`src/rtl/usbs_pkg.sv`:
```
// Package: shared symbol codes and rate constants for the bit-center sampler.
// Assumes symbols arrive already classified from the two line wires.
package usbs_pkg;
    typedef enum logic [1:0] {
        LN_SE0 = 2'b00,
        LN_J   = 2'b01,
        LN_K   = 2'b10,
        LN_SE1 = 2'b11
    } line_sym_t;

    localparam int unsigned FRAC_BITS = 8;
    localparam int unsigned RATE_LS   = 1_500_000;
    localparam int unsigned RATE_FS   = 12_000_000;

    // True for the two differential data symbols.
    function automatic logic is_data_sym(input logic [1:0] s);
        return (s == LN_J) || (s == LN_K);
    endfunction
endpackage

```
`src/rtl/usbs_period_trim.sv`:
```
// Module: holds the current bit period (8 fractional bits) and works out
// the trimmed period and phase step for the next bit.
// Assumes trim_i is only raised on a center-firing cycle, and load_i on a start.
module usbs_period_trim #(
    parameter int unsigned PW     = 15,
    parameter int unsigned PER_FS = 1024,
    parameter int unsigned PER_LS = 8192
) (
    input  logic          clk,
    input  logic          rst_n,
    input  logic          load_i,
    input  logic          ls_i,
    input  logic          trim_i,
    input  logic          early_i,
    output logic [PW-1:0] per_o,
    output logic          ls_o,
    output logic [PW-1:0] per_nxt_o,
    output logic [PW-1:0] adj_o
);
    localparam logic [PW-1:0] LO_FS = PW'(PER_FS * 49 / 50);
    localparam logic [PW-1:0] HI_FS = PW'(PER_FS * 51 / 50);
    localparam logic [PW-1:0] LO_LS = PW'(PER_LS * 49 / 50);
    localparam logic [PW-1:0] HI_LS = PW'(PER_LS * 51 / 50);

    logic [PW-1:0] per_q;
    logic          ls_q;
    logic [PW-1:0] step, lo, hi, dn;
    logic [PW:0]   up;

    // Clamped one-step trim of the period, and phase step from the result.
    always_comb begin
        step = per_q >> 10;
        lo   = ls_q ? LO_LS : LO_FS;
        hi   = ls_q ? HI_LS : HI_FS;
        dn   = per_q - step;
        up   = {1'b0, per_q} + {1'b0, step};
        if (!trim_i)
            per_nxt_o = per_q;
        else if (early_i)
            per_nxt_o = (dn < lo) ? lo : dn;
        else
            per_nxt_o = (up > {1'b0, hi}) ? hi : up[PW-1:0];
        adj_o = (per_nxt_o >> 7) + (per_nxt_o >> 9);
    end

    // Period register: nominal on start, trimmed value on correcting centers.
    always_ff @(posedge clk) begin
        if (!rst_n) begin
            per_q <= PW'(PER_FS);
            ls_q  <= 1'b0;
        end else if (load_i) begin
            per_q <= ls_i ? PW'(PER_LS) : PW'(PER_FS);
            ls_q  <= ls_i;
        end else if (trim_i) begin
            per_q <= per_nxt_o;
        end
    end

    assign per_o = per_q;
    assign ls_o  = ls_q;
endmodule

```
`src/rtl/usbs_phase_timer.sv`:
```
// Module: two fractional down-counters, one to the next bit center and one
// to the edge-check point before it. Each drops one cycle (256) per clock.
// Assumes the period is at least 3 cycles, so both counters stay non-negative.
module usbs_phase_timer #(
    parameter int unsigned PW = 15
) (
    input  logic          clk,
    input  logic          rst_n,
    input  logic          sop_i,
    input  logic          halt_i,
    input  logic [PW-1:0] ld_half_i,
    input  logic [PW-1:0] per_nxt_i,
    input  logic [PW-1:0] adj_i,
    input  logic          trim_i,
    input  logic          early_i,
    output logic          ctr_fire_o,
    output logic          edge_fire_o
);
    localparam int unsigned RW = PW + 1;
    localparam logic [RW-1:0] ONE = RW'(256);

    logic [RW-1:0] rem_q, erem_q, base, rem_nx, erem_ld;
    logic          run_q, earm_q, open;

    // Firing decisions and reload values for a firing center.
    always_comb begin
        open        = run_q && !halt_i && !sop_i;
        ctr_fire_o  = open && (rem_q[RW-1:8] == '0);
        edge_fire_o = open && earm_q && (erem_q[RW-1:8] == '0);
        base        = rem_q + RW'(per_nxt_i) - ONE;
        if (!trim_i)
            rem_nx = base;
        else if (early_i)
            rem_nx = base - RW'(adj_i);
        else
            rem_nx = base + RW'(adj_i);
        erem_ld = rem_nx - RW'(per_nxt_i >> 1);
    end

    // Counter state: stop, restart, reload on a center, or count down.
    always_ff @(posedge clk) begin
        if (!rst_n) begin
            run_q  <= 1'b0;
            earm_q <= 1'b0;
            rem_q  <= '0;
            erem_q <= '0;
        end else if (halt_i) begin
            run_q  <= 1'b0;
            earm_q <= 1'b0;
        end else if (sop_i) begin
            run_q  <= 1'b1;
            earm_q <= 1'b0;
            rem_q  <= RW'(ld_half_i) - RW'(128);
        end else if (run_q) begin
            if (ctr_fire_o) begin
                rem_q  <= rem_nx;
                erem_q <= erem_ld;
                earm_q <= 1'b1;
            end else begin
                rem_q <= rem_q - ONE;
                if (edge_fire_o)
                    earm_q <= 1'b0;
                else if (earm_q)
                    erem_q <= erem_q - ONE;
            end
        end
    end
endmodule

```
`src/rtl/usbs_bit_sampler.sv`:
```
// Module: top of the adaptive bit-center sampler. It ties the period trimmer
// to the phase timer, decides on each transition-carrying bit whether the edge
// was early or late, and registers both strobes with their symbols.
// Assumes CLK_HZ gives a nominal full-rate period of at least 3 cycles.
module usbs_bit_sampler
    import usbs_pkg::*;
#(
    parameter int unsigned CLK_HZ = 48_000_000
) (
    input  logic       clk,
    input  logic       rst_n,
    input  logic [1:0] line_sym_i,
    input  logic       sop_i,
    input  logic       rate_ls_i,
    input  logic       halt_i,
    output logic       ctr_stb_o,
    output logic [1:0] ctr_sym_o,
    output logic       edge_stb_o,
    output logic [1:0] edge_sym_o
);
    localparam int unsigned PER_FS = 32'((64'(CLK_HZ) * 64'd256) / 64'(RATE_FS));
    localparam int unsigned PER_LS = 32'((64'(CLK_HZ) * 64'd256) / 64'(RATE_LS));
    localparam int unsigned PW     = $clog2(PER_LS * 51 / 50 + 1) + 1;

    logic [PW-1:0] per_cur, per_nxt, adj, nom_sel;
    logic          ls_cur, ctr_fire, edge_fire, trim, early, start;
    logic [1:0]    prev_q, esym_q;
    logic          eseen_q;

    // Correction decision for the bit whose center fires on this edge.
    always_comb begin
        start   = sop_i && !halt_i;
        nom_sel = rate_ls_i ? PW'(PER_LS) : PW'(PER_FS);
        early   = (esym_q == line_sym_i);
        trim    = ctr_fire && is_data_sym(line_sym_i) && (line_sym_i != prev_q)
                  && eseen_q && is_data_sym(esym_q);
    end

    usbs_period_trim #(.PW(PW), .PER_FS(PER_FS), .PER_LS(PER_LS)) u_trim (
        .clk      (clk),
        .rst_n    (rst_n),
        .load_i   (start),
        .ls_i     (rate_ls_i),
        .trim_i   (trim),
        .early_i  (early),
        .per_o    (per_cur),
        .ls_o     (ls_cur),
        .per_nxt_o(per_nxt),
        .adj_o    (adj)
    );

    usbs_phase_timer #(.PW(PW)) u_timer (
        .clk        (clk),
        .rst_n      (rst_n),
        .sop_i      (sop_i),
        .halt_i     (halt_i),
        .ld_half_i  (nom_sel >> 1),
        .per_nxt_i  (per_nxt),
        .adj_i      (adj),
        .trim_i     (trim),
        .early_i    (early),
        .ctr_fire_o (ctr_fire),
        .edge_fire_o(edge_fire)
    );

    // Per-bit history: previous center symbol and the latched edge-check symbol.
    always_ff @(posedge clk) begin
        if (!rst_n) begin
            prev_q  <= LN_J;
            esym_q  <= LN_J;
            eseen_q <= 1'b0;
        end else if (start) begin
            prev_q  <= LN_J;
            eseen_q <= 1'b0;
        end else if (ctr_fire) begin
            prev_q  <= line_sym_i;
            eseen_q <= 1'b0;
        end else if (edge_fire) begin
            esym_q  <= line_sym_i;
            eseen_q <= 1'b1;
        end
    end

    // Registered strobes; symbols hold between strobes.
    always_ff @(posedge clk) begin
        if (!rst_n) begin
            ctr_stb_o  <= 1'b0;
            edge_stb_o <= 1'b0;
            ctr_sym_o  <= LN_J;
            edge_sym_o <= LN_J;
        end else begin
            ctr_stb_o  <= ctr_fire;
            edge_stb_o <= edge_fire;
            if (ctr_fire)
                ctr_sym_o <= line_sym_i;
            if (edge_fire)
                edge_sym_o <= line_sym_i;
        end
    end
endmodule

```
`config.mk`:
```
export PLATFORM = sky130hd
export DESIGN_NAME = usbs_bit_sampler
export DESIGN_NICKNAME = d
export VERILOG_FILES = /design/src/rtl/usbs_pkg.sv /design/src/rtl/usbs_period_trim.sv /design/src/rtl/usbs_phase_timer.sv /design/src/rtl/usbs_bit_sampler.sv
export SDC_FILE = /design/constraint.sdc
export NUM_CORES = 1
export LEC_CHECK = 0
export BUFFER_PORTS_ARGS = -buffer_cell sky130_fd_sc_hd__buf_2
export CAP_MARGIN = 20
export CORE_MARGIN = 2
export CORE_UTILIZATION = 49
export DETAILED_ROUTE_END_ITERATION = 7
export SYNTH_ARGS = -nofsm -noshare
export SYNTH_HDL_FRONTEND = slang
export SYNTH_SLANG_ARGS = --single-unit
```
`constraint.sdc`:
```
create_clock -name clk -period 9.8 [get_ports clk]
set_input_delay 0.49 -clock clk [delete_from_list [all_inputs] [get_ports clk]]
set_output_delay 0.49 -clock clk [all_outputs]
set_load 0.005 [all_outputs]
```
==> impl_metrics.yaml, run 1 <==
sta:
  relSlewSlack_pct: 33.4
  period_share_pct: 94.6
  worst_pin_slew_ns: 0.993
  fin_crit_ns: 9.27
  skew_ns: 0.00576
  max_freq_mhz: 108
  hold_viol: 0
  tns_ns: 0
  hold_slack_ns: 0.453
  drv_slew: 0
  worst_slack_ns: 0.529
  setup_viol_count_final: 0
yosys:
  yosys_warnings: 0
  synth_most_common_cell: "nor2_1"
  netlist_top_cells_area: "ha_1 (16%), dfxtp_1 (15%), xnor2_1 (6.3%), a21oi_1 (5.1%), nor2_1 (4.8%)"
  seq_area_frac_synth_pct: 14.7
  synthesis.area_sq_um: 7220
  ys_ff_latch: 53
  yosys.area.top_type_share_pct: 15.6
  synth_top_cells_by_count: "nor2_1 (93), ha_1 (90), nand2_1 (85)"
  async_flop_share_pct: 0
  syn_nets: 1058
  yosysTopAreaCell: "ha_1"
  synthDistinctLibCells: 100
  synth-edff-count: 0
  synthCells: 957
  postSynthAreaPerCell_sq_um: 7.54
  synth_top_flop_cell: "dfxtp_1"
clock_tree:
  clk_pin_slew_ns: 0.08
  cts.path.max_buffers: 2
  cts_tree: "done"
  cts.htree.levels: 2
  clockRootBuffer: "clkbuf_16"
  cts_made_buffers: 5
  clock-sinks: 53
  clk_latency_ns: 0.30
floorplanning:
  initial_core_util_pct: 49.8
  io_pins: 13
  die_y_um: 125
  dieArea_sq_um: 15700
  die_w_um: 125
  core_region_area_sq_um: 14500
  rows: 44
route:
  antenna_left: 0
  routed_via_density: 5.99
  wirelength_um: 21500
  drtIter0Drc: 518
  vias: 7013
  wl_per_cell_um: 18.4
  drc: 0
  firstDrtPassIters: 5
layout:
  syn_to_final_growth_pct: 10.9
  finalNonFillerCells: 1171
  num_antenna_cells: 0
  layout-drive-gt1-share_pct: 15.2
  final_nets: 1087
  final_util_pct: 55.3
  stdcell_area_sq_um: 8000
placed_design:
  dpl.cell_count: 1161
  placed_cell_area_sq_um: 7680
  dp_hpwl_um: 16900
  gp_congestion: 0.984
  io_buffer_count: 12
  place_ws_ns: 0.136
critical_path:
  r2r_end: "u_timer.erem_q[15]$_SDFFE_PN0P_"
  max_stage_delay_ns: 0.45
  worst-setup-path-type: "reg2reg"
  startpoint_type: "flop"
  path_buf_inv: 5
  critPathTopFamily: "compound AO/OA/AOI/OAI gates"
  worstPathRequired_ns: 10.00
  end_kind: "flop"
  reg2reg_slack_ns: 0.53
  reg2reg_depth: 45
  crit_fanout: 5
  critPathSlowestCell: "a2111o_1"
  r2r-start: "u_trim.per_o[12]$_SDFFE_PN0P_"
  cp_num_cells: 45
  arrival_ns: 9.47
  setup.worst_path.start: "u_trim.per_o[12]$_SDFFE_PN0P_"
  endpoint: "u_timer.erem_q[15]$_SDFFE_PN0P_"
global_routing:
  grt_pass1_vias: 6606
  grt.busiest_layer: "met2"
  met1_usage_pct: 39.4
  antenna_found_initial: 0
  gr-usage-met3_pct: 2.87
  grt_usage_pct: 27.0
  grt_max_degree: 36
  gr-usage-met2_pct: 42.6
  overflow: 0
  grt_pass1_wl_um: 34700
outcome:
  outcome: "complete, no violations"
flow_run:
  drv_cap: 0
pwr:
  power_uw: 717
  ir_drop_mv: 0.0813
  pwr_density_cell_nw_per_um2: 89.6
  p_leak_nw: 3.51
worst_hold_path:
  min_path_type: "reg2reg"
==> registers in the layout, indices dropped and copies added (netlist names), 2 cells and up <==
register,flops
u_trim.per_o,15
edge_sym_o,2
u_timer.rem_q,16
prev_q,2
esym_q,2
u_timer.erem_q,8
ctr_sym_o,2
==> logic make-up after synthesis <==
logic type	share of synthesized area (%)
fa+ha+maj	16.7
mux	1.61
compound gates	28.5
simple gates	23.1
xor+xnor	8.86
buf+inv	6.54
flops	14.7
==> power breakdown <==
part	internal (mW)	switching, mW
Sequential	0.219	0.00342
Combinational	0.125	0.180
Clock	0.0969	0.0928
==> how the worst min path moves through the flow <==
stage / startpoint / to / slack [ns] / depth (start not counted)
6_report: ctr_sym_o[1]$_SDFFE_PN0P_ / ctr_sym_o[1]$_SDFFE_PN0P_ / 0.45 / 2
5_1_grt: ctr_sym_o[1]$_SDFFE_PN0P_ / ctr_sym_o[1]$_SDFFE_PN0P_ / 0.47 / 2
4_1_cts: ctr_sym_o[1]$_SDFFE_PN0P_ / ctr_sym_o[1]$_SDFFE_PN0P_ / 0.46 / 2
3_5_place_dp: ctr_sym_o[1]$_SDFFE_PN0P_ / ctr_sym_o[1]$_SDFFE_PN0P_ / 0.45 / 2
2_1_floorplan: prev_q[0]$_SDFFE_PP1P_ / prev_q[0]$_SDFFE_PP1P_ / 0.44 / 2
3_3_place_gp: ctr_sym_o[1]$_SDFFE_PN0P_ / ctr_sym_o[1]$_SDFFE_PN0P_ / 0.44 / 2
==> placed cells by master, fill, tap and decap left out, types with 14 or more instances in the layout <==
| cell | n |
|---|---|
| nor2_1 | 93 |
| ha_1 | 86 |
| nand2_1 | 85 |
| inv_1 | 73 |
| a21oi_1 | 65 |
| dfxtp_1 | 51 |
| xnor2_1 | 50 |
| buf_4 | 48 |
| o21ai_0 | 41 |
| nand3_1 | 27 |
| nor3_1 | 21 |
| xor2_1 | 20 |
| a31oi_1 | 16 |
| a21o_1 | 14 |
| and3_1 | 14 |
==> final cells by class <==
class / count / area [sq um]
sequential: 53 / 1070
inverter: 76 / 288
clock buffer: 5 / 125
multi-input combinational: 790 / 5850
timing repair buffer: 60 / 420
tap: 184 / 230
clock inverter: 3 / 26.3
fill: 1438 / 6480
==> routing by layer <==
metal  wire length [um]  vias to the layer above
met2               9490                      176
li1                   -                     3550
met5                  0                        -
met4                471                        0
met3                940                       37
met1              10600                     3250
==> worst min-delay path: cells and delay by family (launching register included) <==
kind / cells / cell delay (ns)
flip-flops: 1 / 0.31
AO/OA/AOI/OAI: 1 / 0.05
AND/OR/NAND/NOR: 1 / 0.05
==> what timing repair did <==
item / 4_1_cts / 5_1_grt
setup endpoints to repair: 0 / 9
hold buffers: 0 / 0
buffers inserted: 0 / 2
gates resized for setup: 0 / 48
Power figures use the tool's default switching activity.
==> inputs of run 2 (changes only) <==
- CORE_ASPECT_RATIO: not set -> 0.5
==> run 2 against run 1 <==
Design area rose by 0.38%. Wire length rose by 5.3%. First-iteration DRC count grew 9.1%. Non-clock buffer count did not move. Clock power hardly changed. Hold slack gained 0.018 ns. Global-route usage is 1.9 points higher. Register-to-register slack lost 0.02 ns. Highest routed layer unchanged.
==> impl_metrics.yaml, run 2 (synthesized netlist as in run 1, its figures left out) <==
outcome:
  outcome: "complete, no violations"
sta:
  relSlewSlack_pct: 41.6
  max_freq_mhz: 108
  worst_slack_ns: 0.509
  hold_viol: 0
  fin_crit_ns: 9.29
  hold_slack_ns: 0.470
  drv_slew: 0
  tns_ns: 0
  period_share_pct: 94.8
  skew_ns: 0.00847
  worst_pin_slew_ns: 0.871
  setup_viol_count_final: 0
clock_tree:
  cts.path.max_buffers: 2
  clk_latency_ns: 0.31
  clk_pin_slew_ns: 0.08
  cts_tree: "done"
  cts_made_buffers: 5
  clockRootBuffer: "clkbuf_16"
  clock-sinks: 53
  cts.htree.levels: 2
pwr:
  netSwitchingPower_uw: 271
  power.share.clock_pct: 26.9
  seqPwrFrac_pct: 31.3
  internal_power_uw: 440
  netSwitchingFraction_pct: 38.1
  pwr-share-comb_pct: 41.9
  p_leak_nw: 3.50
  pwr_density_cell_nw_per_um2: 88.5
  ir_drop_mv: 0.0725
route:
  wirelength_um: 22700
  drtIter0Drc: 565
  firstDrtPassIters: 5
  antenna_left: 0
  wl_per_cell_um: 19.1
  vias: 7191
  routed_via_density: 6.07
  drc: 0
placed_design:
  place_ws_ns: 0.0503
  dpl.cell_count: 1168
  io_buffer_count: 12
  dp_hpwl_um: 17600
  gp_congestion: 1.02
global_routing:
  overflow: 0
  antenna_found_initial: 0
  grt_pass1_vias: 6851
  grt_pass1_wl_um: 36500
  grt_max_degree: 45
  grt_usage_pct: 29.0
critical_path:
  startpoint_type: "flop"
  worst-setup-path-type: "reg2reg"
  arrival_ns: 9.50
  critPathSlowestCell: "fa_1"
  crit_fanout: 9
  worstPathRequired_ns: 10.01
  end_kind: "flop"
  max_stage_delay_ns: 0.47
layout:
  multi_input_area_sq_um: 5850
  final_util_pct: 55.7
  regMostFlops: "u_timer.rem_q"
  finalNonFillerCells: 1185
  seq_area_sq_um: 1070
  layout_common_cells: "nor2_1 (93), ha_1 (86), nand2_1 (85), inv_1 (73), a21oi_1 (65)"
  num_antenna_cells: 0
  nFillCells: 1426
  layout-drive-gt1-share_pct: 15.1
  largest_reg_flops: 16
  final_common_cell: "nor2_1"
  final_nets: 1087
  syn_to_final_growth_pct: 11.3
floorplanning:
  rows: 31
  io_pins: 13
  initial_core_util_pct: 50.0
  die_w_um: 176
  die_y_um: 89.8
  core_region_area_sq_um: 14400
  dieArea_sq_um: 15800
flow_run:
  drv_cap: 0
worst_hold_path:
  min_path_type: "in2reg"
-- run 2: worst max-delay path: cells and delay by family, from the launching register on --
family | cells | cell delay [ns]
AOI/OAI and AO/OA | 10 | 2.58
xor gates and xnor gates | 3 | 0.49
adders and majority gates | 6 | 2.07
buffers and inverters | 2 | 0.15
DFF | 1 | 0.32
muxes | 2 | 0.36
and+or+nand+nor | 19 | 3.19
-- run 2: area by class of cell --
| type | count | area share [%] |
|---|---|---|
| multi-input combinational | 790 | 72.8 |
| sequential | 53 | 13.3 |
| timing repair buffer | 60 | 5.33 |
| inverter | 76 | 3.58 |
| tap | 198 | 3.08 |
| clock buffer | 5 | 1.56 |
| clock inverter | 3 | 0.358 |
-- run 2: worst paths after layout --
kind                                     start                              end  slack (ns)  cells after the start
setup / recovery  u_trim.per_o[0]$_SDFFE_PN0P_  u_timer.erem_q[15]$_SDFFE_PN0P_        0.51                     42
hold / removal                           rst_n       edge_sym_o[0]$_SDFFE_PN1P_        0.47                      2
setup reg to reg  u_trim.per_o[0]$_SDFFE_PN0P_  u_timer.erem_q[15]$_SDFFE_PN0P_        0.51                     42
hold reg to reg      ctr_sym_o[0]$_SDFFE_PN1P_        ctr_sym_o[0]$_SDFFE_PN1P_        0.47                      2
-- run 2: per-layer routing --
layer	GRT usage, %	up-vias	wire [um]
met5	0	-	0
met4	7.16	0	447
met3	3.55	32	1130
met2	46.2	195	10000
met1	41.4	3435	11100
li1	-	3529	-
-- run 2: metrics by stage --
stage,area (sq um),power (mW)
2_1_floorplan,7220,0.440
3_3_place_gp,7640,0.509
3_5_place_dp,7640,0.510
4_1_cts,7800,0.702
5_1_grt,8030,0.755
6_report,8030,0.711
-- run 2: what timing repair did --
action / CTS / global route
endpoints found under the hold margin: 0 / 0
resized for setup: 1 / 45
pin swaps: 0 / 12
endpoints found under the setup margin: 1 / 9
hold buffers: 0 / 0
buffers inserted: 0 / 8
-- run 2: power groups by stage --
stage / Combinational (mW) / Clock (mW) / Sequential, mW
3_5_place_dp: 0.282 / 0 / 0.227
4_1_cts: 0.286 / 0.194 / 0.222
2_1_floorplan: 0.214 / 0 / 0.227
6_report: 0.298 / 0.191 / 0.222
5_1_grt: 0.330 / 0.202 / 0.223
3_3_place_gp: 0.282 / 0 / 0.227
==> inputs of run 3 (changes only) <==
- MAX_ROUTING_LAYER: not set -> met4
- REMOVE_ABC_BUFFERS: not set -> 1
==> run 3 against run 2 <==
Clock skew increased by 0.00059 ns. Critical path type unchanged. Fmax shrank 0.31%. Via count up 1.8%.
==> impl_metrics.yaml, run 3 (synthesized netlist as in run 1, its figures left out) <==
outcome:
  outcome: "complete, no violations"
pwr:
  p_leak_nw: 3.51
  ir_drop_mv: 0.0750
  pwr_density_cell_nw_per_um2: 91.0
floorplanning:
  dieArea_sq_um: 15800
  core_region_area_sq_um: 14400
  die_y_um: 89.8
  rows: 31
  initial_core_util_pct: 50.0
  io_pins: 13
  die_w_um: 176
clock_tree:
  holdBufCountCts: 0
  cts.path.max_buffers: 2
  clk_pin_slew_ns: 0.07
  cts.htree.levels: 2
  clock-sinks: 53
  cts_made_buffers: 5
  clk_latency_ns: 0.30
  clockRootBuffer: "clkbuf_16"
  cts_tree: "done"
worst_hold_path:
  min_path_type: "reg2reg"
  hold-path-endpoint: "ctr_sym_o[1]$_SDFFE_PN0P_"
  hp-start: "ctr_sym_o[1]$_SDFFE_PN0P_"
  whs_path_depth: 2
layout:
  regMostFlops: "u_timer.rem_q"
  syn_to_final_growth_pct: 10.6
  layout-drive-gt1-share_pct: 14.8
  final_common_cell: "nor2_1"
  final_nets: 1082
  largest_reg_flops: 16
  stdcell_area_sq_um: 7980
  num_antenna_cells: 0
  layout_common_cells: "nor2_1 (92), ha_1 (89), nand2_1 (85), inv_1 (73), a21oi_1 (64)"
sta:
  tns_ns: 0
  setup_viol_count_final: 0
  hold_viol: 0
  fin_crit_ns: 9.32
  max_freq_mhz: 107
  relSlewSlack_pct: 31.5
  period_share_pct: 95.1
  skew_ns: 0.00906
  worst_pin_slew_ns: 1.02
  drv_slew: 0
critical_path:
  critPathSlowestCell: "a2111o_1"
  startpoint_type: "flop"
  worstPathRequired_ns: 10.00
  end_kind: "flop"
  worst-setup-path-type: "reg2reg"
  r2r-start: "u_trim.per_o[11]$_SDFFE_PN0P_"
  cp_common_cell: "ha_1"
  reg2reg_slack_ns: 0.48
  max_stage_delay_ns: 0.52
  reg2reg_depth: 43
  r2r_end: "u_timer.erem_q[15]$_SDFFE_PN0P_"
  arrival_ns: 9.52
  crit_fanout: 7
route:
  drtIter0Drc: 499
  drc: 0
  routed_via_density: 6.21
  firstDrtPassIters: 5
  wirelength_um: 22900
  vias: 7323
  antenna_left: 0
  wl_per_cell_um: 19.4
global_routing:
  grt_usage_pct: 29.9
  overflow: 0
  grt_max_degree: 45
  antenna_found_initial: 0
  grt_pass1_vias: 7062
  grt_pass1_wl_um: 36700
placed_design:
  placed_cell_area_sq_um: 7650
  io_buffer_count: 12
  gp_congestion: 0.978
  dp_hpwl_um: 17800
flow_run:
  drv_cap: 0
run 3: cell count changes in the layout (fill, tap and decap cells not counted), sizes merged:
cell,change
inv,-2
buf,-5
bufinv,+1
run 3: stage by stage:
stage	std cells	utilization, %	setup slack (ns)	total power, mW	hold slack (ns)
after floorplan	919	-	0.295	0.436	0.437
after global placement	1169	53.0	0.198	0.506	0.440
after detailed placement	1169	53.0	-0.00614	0.510	0.446
after CTS	1176	54.2	0.0226	0.715	0.455
after global routing	1179	55.3	-0.0279	0.770	0.505
final	1179	55.3	0.480	0.727	0.453
run 3: final cells by class:
| cell class | count | area (sq um) |
|---|---|---|
| Inverter | 76 | 288 |
| Clock buffer | 5 | 125 |
| Clock inverter | 2 | 35.0 |
| Fill cell | 1431 | 6450 |
| Sequential cell | 53 | 1070 |
| Tap cell | 198 | 248 |
| Timing Repair Buffer | 55 | 383 |
| Multi-Input combinational cell | 790 | 5840 |
run 3: power breakdown:
group | internal [mW] | switching (mW)
Combinational | 0.122 | 0.176
Sequential | 0.219 | 0.00343
Clock | 0.119 | 0.0874
run 3: worst max-delay path by stage:
stage / from / to / slack (ns) / cells after the start
after floorplan: u_timer.rem_q[8]$_SDFFE_PN0P_ / u_timer.erem_q[15]$_SDFFE_PN0P_ / 0.30 / 32
after global routing: u_trim.per_o[14]$_SDFFE_PN0P_ / u_timer.erem_q[15]$_SDFFE_PN0P_ / -0.03 / 43
final: u_trim.per_o[11]$_SDFFE_PN0P_ / u_timer.erem_q[15]$_SDFFE_PN0P_ / 0.48 / 43
after CTS: u_trim.per_o[11]$_SDFFE_PN0P_ / u_timer.erem_q[15]$_SDFFE_PN0P_ / 0.02 / 44
after global placement: u_trim.per_o[11]$_SDFFE_PN0P_ / u_timer.erem_q[15]$_SDFFE_PN0P_ / 0.20 / 43
after detailed placement: u_trim.per_o[11]$_SDFFE_PN0P_ / u_timer.erem_q[15]$_SDFFE_PN0P_ / -0.006 / 44
run 3: critical path, delay by kind of cell, from the launching register on:
kind	cells	cell delay, ns
compound gates	18	3.71
simple gates	11	2.14
fa+ha+maj	6	1.78
xor+xnor	3	0.63
flops	1	0.40
mux	2	0.29
buf+inv	3	0.26
run 3: repair_timing:
item | CTS | global route
setup endpoints to repair | 1 | 10
pin swaps | 0 | 5
resized for setup | 1 | 43
buffers inserted | 0 | 3
gates cloned | 0 | 0
run 3: per-layer routing:
layer	wire, um	global-route usage, %
met5	0	-
met2	9830	44.8
met4	571	8.40
met1	10900	41.5
met3	1620	4.70
